$ cat config.mk
export PLATFORM = sky130hd
export DESIGN_NAME = seek_step_ctrl
export DESIGN_NICKNAME = d
export VERILOG_FILES = /design/src/rtl/seek_pkg.sv /design/src/rtl/seek_rdy_sync.sv /design/src/rtl/seek_count.sv /design/src/rtl/seek_ctrl.sv /design/src/rtl/seek_step_ctrl.sv
export SDC_FILE = /design/constraint.sdc
export NUM_CORES = 1
export LEC_CHECK = 0
export ABC_AREA = 0
export BUFFER_PORTS_ARGS = -buffer_cell sky130_fd_sc_hd__buf_4
export CAP_MARGIN = 5
export CORE_AREA = 5 5 57 59
export DETAILED_ROUTE_END_ITERATION = 10
export DIE_AREA = 0 0 62 64
export GPL_TIMING_DRIVEN = 0
export PLACE_DENSITY = 0.73
export RECOVER_POWER = 50
export SETUP_SLACK_MARGIN = 0.2
export SLEW_MARGIN = 20
export SYNTH_ARGS = -nofsm -noshare
export SYNTH_HDL_FRONTEND = slang
export SYNTH_SLANG_ARGS = --single-unit
$ cat constraint.sdc
create_clock -name clk -period 4.1 [get_ports clk]
set_input_delay 0.41 -clock clk [delete_from_list [all_inputs] [get_ports clk]]
set_output_delay 0.41 -clock clk [all_outputs]
set_load 0.02 [all_outputs]
$ cat src/rtl/seek_pkg.sv
package seek_pkg;

  typedef enum logic {
    STEP_ONE = 1'b0,
    STEP_TWO = 1'b1
  } step_e;

  // Number of cylinders covered by one request of the given size
  function automatic logic [1:0] step_amount(input step_e sel);
    return (sel == STEP_TWO) ? 2'd2 : 2'd1;
  endfunction

endpackage

$ cat src/rtl/seek_rdy_sync.sv
module seek_rdy_sync #(
  parameter int STAGES = 2
) (
  input  logic clk,
  input  logic rst_n,
  input  logic rdy_raw,
  output logic rdy_s,
  output logic rdy_fall
);

  logic [STAGES-1:0] sync_q;
  logic              hist_q;

  generate
    if (STAGES > 1) begin : g_chain
      always_ff @(posedge clk or negedge rst_n) begin
        if (!rst_n) sync_q <= '0;
        else        sync_q <= {sync_q[STAGES-2:0], rdy_raw};
      end
    end else begin : g_single
      always_ff @(posedge clk or negedge rst_n) begin
        if (!rst_n) sync_q <= '0;
        else        sync_q <= rdy_raw;
      end
    end
  endgenerate

  always_ff @(posedge clk or negedge rst_n) begin
    if (!rst_n) hist_q <= 1'b0;
    else        hist_q <= sync_q[STAGES-1];
  end

  assign rdy_s    = sync_q[STAGES-1];
  assign rdy_fall = hist_q & ~sync_q[STAGES-1];

endmodule

$ cat src/rtl/seek_count.sv
module seek_count
  import seek_pkg::*;
#(
  parameter int CNT_W = 16
) (
  input  logic             clk,
  input  logic             rst_n,
  input  logic             load,
  input  logic [CNT_W-1:0] load_cnt,
  input  logic             step_done,
  output step_e            step_sel,
  output logic             rem_zero_nxt
);

  // Remaining cylinders kept inverted: all ones means nothing left
  logic [CNT_W-1:0] wcr_q, wcr_d;
  logic             wcr_en;

  always_comb begin
    wcr_d  = wcr_q;
    wcr_en = load | step_done;
    if (load) begin
      wcr_d = ~load_cnt;
    end else if (step_done) begin
      // ~(r - s) == ~r + s, so adding shrinks the remaining count
      wcr_d    = wcr_q + CNT_W'(step_amount(step_e'(wcr_q[0])));
      wcr_d[0] = 1'b1;
    end
  end

  always_ff @(posedge clk or negedge rst_n) begin
    if (!rst_n)      wcr_q <= '1;
    else if (wcr_en) wcr_q <= wcr_d;
  end

  assign step_sel     = step_e'(wcr_q[0]);
  assign rem_zero_nxt = &wcr_d;

endmodule

$ cat src/rtl/seek_ctrl.sv
module seek_ctrl #(
  parameter int CNT_W = 16
) (
  input  logic             clk,
  input  logic             rst_n,
  input  logic             cmd_strobe,
  input  logic [CNT_W-1:0] cmd_count,
  input  logic             cmd_dir,
  input  logic             rdy_s,
  input  logic             rdy_fall,
  input  logic             rem_zero_nxt,
  output logic             accept,
  output logic             step_done,
  output logic             busy,
  output logic             go,
  output logic             dir
);

  logic busy_q, busy_d;
  logic go_q, go_d;
  logic dir_q, dir_d;
  logic cnt_nz;

  assign cnt_nz    = |cmd_count;
  assign accept    = cmd_strobe & ~busy_q;
  assign step_done = busy_q & go_q & rdy_fall;

  always_comb begin
    busy_d = busy_q;
    if (accept && cnt_nz)              busy_d = 1'b1;
    else if (step_done && rem_zero_nxt) busy_d = 1'b0;
    go_d  = busy_d & rdy_s & ~rem_zero_nxt;
    dir_d = accept ? cmd_dir : dir_q;
  end

  always_ff @(posedge clk or negedge rst_n) begin
    if (!rst_n) begin
      busy_q <= 1'b0;
      go_q   <= 1'b0;
      dir_q  <= 1'b0;
    end else begin
      busy_q <= busy_d;
      go_q   <= go_d;
      if (accept) dir_q <= dir_d;
    end
  end

  assign busy = busy_q;
  assign go   = go_q;
  assign dir  = dir_q;

endmodule

$ cat src/rtl/seek_step_ctrl.sv
module seek_step_ctrl
  import seek_pkg::*;
#(
  parameter int CNT_W       = 16,
  parameter int SYNC_STAGES = 2
) (
  input  logic             clk,
  input  logic             rst_n,
  input  logic             cmd_strobe,
  input  logic [CNT_W-1:0] cmd_count,
  input  logic             cmd_dir,
  input  logic             drv_ready,
  output logic             access_go_n,
  output logic             seek_dir,
  output logic             step_two,
  output logic             busy
);

  logic  rdy_s, rdy_fall;
  logic  accept, step_done, rem_zero_nxt, go;
  step_e step_sel;

  seek_rdy_sync #(.STAGES(SYNC_STAGES)) u_sync (
    .clk      (clk),
    .rst_n    (rst_n),
    .rdy_raw  (drv_ready),
    .rdy_s    (rdy_s),
    .rdy_fall (rdy_fall)
  );

  seek_count #(.CNT_W(CNT_W)) u_count (
    .clk          (clk),
    .rst_n        (rst_n),
    .load         (accept),
    .load_cnt     (cmd_count),
    .step_done    (step_done),
    .step_sel     (step_sel),
    .rem_zero_nxt (rem_zero_nxt)
  );

  seek_ctrl #(.CNT_W(CNT_W)) u_ctrl (
    .clk          (clk),
    .rst_n        (rst_n),
    .cmd_strobe   (cmd_strobe),
    .cmd_count    (cmd_count),
    .cmd_dir      (cmd_dir),
    .rdy_s        (rdy_s),
    .rdy_fall     (rdy_fall),
    .rem_zero_nxt (rem_zero_nxt),
    .accept       (accept),
    .step_done    (step_done),
    .busy         (busy),
    .go           (go),
    .dir          (seek_dir)
  );

  assign access_go_n = ~go;
  assign step_two    = (step_sel == STEP_TWO);

endmodule

==> Yosys cells after proc, flatten, opt, wreduce, memory -nomap -nowiden <==
Cells that the tools add are included.
{ "totals": {"regBits": 22, "input_bits": 21, "output_inout_bits": 4, "word_cells": 28} }
{ "op_classes": {"addsub": 1, "n_mux": 5, "n_bitwise": 12, "n_reduce_logical": 4} }
{ "ops": {"columns": ["op", "count"], "rows": [
  ["16-bit 2-to-1 mux", 2],
  ["16-bit by 2-bit adder with 16-bit output", 1],
  ["16-bit inverter", 1],
  ["16-bit AND reduction", 1],
  ["16-bit OR reduction", 1],
  ["1-bit AND", 6],
  ["1-bit inverter", 4],
  ["1-bit logical AND", 2],
  ["1-bit 2-to-1 mux", 2],
  ["2-bit 2-to-1 mux", 1],
  ["1-bit bitwise OR", 1]
]} }

==> Longest topological paths before layout <==
{ "depth": {"depth_word": 11, "mapped_depth": 8} }

==> Modules after synthesis <==
Synthesis repeated with hierarchy kept, for this count alone.
{ "unflattened": {"cells_unflattened": 135, "area_unflattened_um2": 1386.3} }
{ "by_module_without_submodules": {"columns": ["mod", "n_inst", "cells_per_inst", "area_per_inst_um2"], "rows": [
  ["seek_count", 1, 114, 1104.8],
  ["seek_ctrl", 1, 16, 188.9],
  ["seek_rdy_sync", 1, 4, 88.8],
  ["seek_step_ctrl", 1, 1, 3.8]
]} }

==> Worst setup path before layout <==
No wires, ideal clock.
{ "synth_path": {"path_type": "reg2reg", "startpoint": "register u_count.wcr_q[0]", "endpoint": "register u_ctrl.go_q, in the netlist u_ctrl.go", "t_arrival_ns": 2.134, "required_time_ns": 3.973, "slack_ns": 1.839, "stages_incl_launch_ff": 9, "n_path_buf": 0, "synth_period_minus_slack_ns": 2.261, "cell_sequence": "dfstp_2 ha_1 ha_1 nand4_1 nor4_1 mux2i_1 o22ai_1 and4bb_1 a31oi_1"} }
{ "synth_via": {"elab_chain_len": 10} }
{ "synth_lines": {"columns": ["item", "line_no", "source"], "rows": [
  ["start, declared", "seek_count.sv:16", "logic [CNT_W-1:0] wcr_q, wcr_d;"],
  ["start signal, assigned", "seek_count.sv:33", "else if (wcr_en) wcr_q <= wcr_d;"],
  ["2-bit 2-to-1 mux", "seek_pkg.sv:10", "return (sel == STEP_TWO) ? 2'd2 : 2'd1;"],
  ["16-bit by 2-bit adder with 16-bit output", "seek_count.sv:26", "wcr_d = wcr_q + CNT_W'(step_amount(step_e'(wcr_q[0])));"],
  ["16-bit 2-to-1 mux (*)", "seek_count.sv:24", "end else if (step_done) begin"],
  ["16-bit 2-to-1 mux (*)", "seek_count.sv:22", "if (load) begin"],
  ["16-bit AND reduction (*)", "seek_count.sv:37", "assign rem_zero_nxt = &wcr_d;"],
  ["1-bit logical AND", "seek_ctrl.sv:31", "else if (step_done && rem_zero_nxt) busy_d = 1'b0;"],
  ["1-bit 2-to-1 mux", "seek_ctrl.sv:31", null],
  ["1-bit 2-to-1 mux", "seek_ctrl.sv:30", "if (accept && cnt_nz) busy_d = 1'b1;"],
  ["1-bit AND", "seek_ctrl.sv:32", "go_d = busy_d & rdy_s & ~rem_zero_nxt;"],
  ["1-bit AND (*)", "seek_ctrl.sv:32", null],
  ["named net u_ctrl.go_d", "seek_ctrl.sv:20", "logic go_q, go_d;"],
  ["end signal, assigned", "seek_ctrl.sv:43", "go_q <= go_d;"],
  ["end, declared", "seek_ctrl.sv:20", null]
]} }
Mark *: on every way through the listed nets, which the timed path passes. The rest lies on a longest branch.
A chain may end at the register's enable or synchronous reset.

==> Final worst setup path <==
Ends and elaborated chain as after synthesis.

==> results.toml <==
[routing]
ant_nets = 0
vias = 1256
drc = 0
via_per_inst = 6.04
dr.pass1.iters = 4
drt-initial-drc-count = 61
avgRoutedWirePerCell_um = 16.9
wirelength_mm = 3.52

[floorplan]
io_pins = 25
core.rowCount = 19
fp.dieW_um = 62
dieArea_um2 = 3970
start_util = 0.516
chipHeight_um = 64
coreArea_um2 = 2660

[timing]
fin_skew_ns = 0.00548
fin_crit_ns = 2.58
worstMarginPinSlew_ns = 1.26
holdWs_ns = 0.206
setup_viol = 0
tns_ns = 0
report.final.slew_viol_count = 0
fin_crit_sh = 0.630
fmax_mhz = 387
hold_violations = 0
rsz0062_at_grt = "no"
layout_setup_ws_ns = 1.52
maxSlewHeadroom = 0.162

[logic_synthesis]
synth_compound_area_frac = 0.139
avgSynthCellArea_um2 = 9.29
syn_area_um2 = 1380
yosys_warnings = 0
synthMuxAreaShare = 0.0364
async_reset_ff_frac = 1.00
synth.distinct_cells = 42
synth_top_family_by_area = "simple AND/OR/NAND/NOR gates"
synth-xor-area-share = 0.0446
synthAdderAreaFrac = 0.0182
synth_nets = 171
synth_top_cell_area_share = 0.306
synth_common_cells = "dfstp_2 (16), nand2_1 (16), nand4_1 (8), nor2_1 (8)"
synthDominantAreaCellType = "dfstp_2"
yosysSeqAreaShare = 0.415
synth-simple-area-share = 0.307
netlist_top_cells_area = "dfstp_2 (31%), dfrtp_1 (11%), nand2_1 (4.4%)"
synthFlopType = "dfstp_2"
syn-instance-count = 148
ys_ff_latch = 22
synth_edf_count = 0

[global_route]
grt_pass1_wl_mm = 5.70
grt_pass1_vias = 1216
overflow = 0
grt_max_degree = 23
grt_antenna_before_repair = 0
grt_use_total = 0.190

[worst_setup_path]
r2r_end = "u_ctrl.go"
reg2reg_slack_ns = 1.52
start_kind = "register"
cp.arrival_ns = 2.79
reg2reg_from = "u_count.wcr_q[0]"
r2r_cells = 8
endpoint_kind = "register"
critPathMaxFanout = 5
cp.required_ns = 4.31
crit_type = "register to register"

[placed_design]
gp_congestion = 0.888
dp_hpwl_mm = 2.65
placed_cell_area_um2 = 1590
io_buffers = 24
dp_slack_ns = 1.56

[hold_path]
min_to = "u_sync.sync_q[0]"
worstHoldPathType = "input port to register"
holdPathStages = 1
hold_start = "drv_ready"

[finish]
multi_input_area_um2 = 749
nets = 201
layout-drive-gt1-share = 0.294
area_delta_synth_final_pct = 20.2
num_antenna_cells = 0
n_fill_cell = 235
final_cell_area_um2 = 1650
regArea_um2 = 571

[cts]
post-cts-setup-buffers = 0
cts_tree = "yes"
cts_root_buf = "clkbuf_4"
clk_pin_slew_ns = 0.13
cts_resized = 0
clock_path_buffers = 2
cts_buffers = 3
h-tree-depth = 1
insertion_delay_ns = 0.32
cts.sinks = 22
cts_hold_buf = 1

[power]
irDropWorstVdd_mv = 0.335
p_leak_nw = 0.664
p_per_area_nw_per_um2 = 452

[status]
status = "finished clean"

[job]
drv_cap = 0
power breakdown:
group,internal (W),switching [W]
clock,0.0000989,0.0000717
sequential,0.000298,0.0000585
combinational,0.0000994,0.000120
worst max-delay path by stage:
| stage | start | slack (ns) | end |
|---|---|---|---|
| 2_1_floorplan | u_count.wcr_q[0] | 1.84 | u_ctrl.go |
| 3_3_place_gp | u_count.wcr_q[0] | 1.59 | u_ctrl.go |
| 3_5_place_dp | u_count.wcr_q[0] | 1.56 | u_ctrl.go |
| 4_1_cts | u_count.wcr_q[0] | 1.52 | u_ctrl.go |
| 5_1_grt | u_count.wcr_q[0] | 1.37 | u_ctrl.go |
| 6_report | u_count.wcr_q[0] | 1.52 | u_ctrl.go |
placed cells by master (no fill, tap or decap), drive strengths merged, types with 5 or more instances in the layout:
| cell type | Yosys | routed |
|---|---|---|
| dfrtp | 6 | 6 |
| xnor2 | 6 | 6 |
| nand4 | 8 | 8 |
| o21ai | 7 | 7 |
| buf | 3 | 25 |
| inv | 5 | 5 |
| a21oi | 5 | 5 |
| nand3 | 7 | 7 |
| dfstp | 16 | 16 |
| nor4 | 8 | 8 |
| clkbuf | 4 | 9 |
| nand2 | 16 | 16 |
| nor2 | 8 | 8 |
| mux2i | 5 | 5 |
area by class of cell:
cell class / instances / area share
Inverter: 5 / 0.0114
Clock inverter: 1 / 0.0182
Sequential cell: 22 / 0.345
Buffer: 7 / 0.0220
Clock buffer: 3 / 0.0136
Timing Repair Buffer: 25 / 0.113
Multi-Input combinational cell: 114 / 0.453
Tap cell: 31 / 0.0235
sequential cells by signal (all words and copies together) (netlist names):
| name | flops |
|---|---|
| u_count.wcr_q | 16 |
| u_ctrl.busy | 1 |
| u_ctrl.dir | 1 |
| u_ctrl.go | 1 |
| u_sync.hist_q | 1 |
| u_sync.sync_q | 2 |
logic make-up after synthesis:
family / Yosys count
adder cells (fa/ha/maj): 2
XOR/XNOR: 7
AO/OA/AOI/OAI: 29
AND/OR/NAND/NOR: 71
flip-flops: 22
multiplexers: 5
buffers and inverters: 12
metal layers:
layer	global-route usage	vias to the layer above	wire length [um]
met5	0	-	0
met4	0.0743	0	68
met3	0.0342	9	167
met2	0.290	40	1610
met1	0.262	597	1670
li1	-	610	-
metrics by stage:
stage                     instances  total power, W   util
after global routing            208        0.000790  0.621
final                           208        0.000747  0.621
after detailed placement        203        0.000576  0.599
after floorplan                 148        0.000505      -
after CTS                       208        0.000748  0.622
after global placement          203        0.000570  0.599
critical path: stages, from the launching register on:
cell      delay (ns)
dfstp_2         0.58
ha_1            0.19
ha_1            0.22
nand4_1         0.25
nor4_1          0.42
mux2i_1         0.27
o22ai_1         0.12
and4bb_1        0.32
a31oi_1         0.10
No activity file was read; power rests on OpenSTA's default activity.
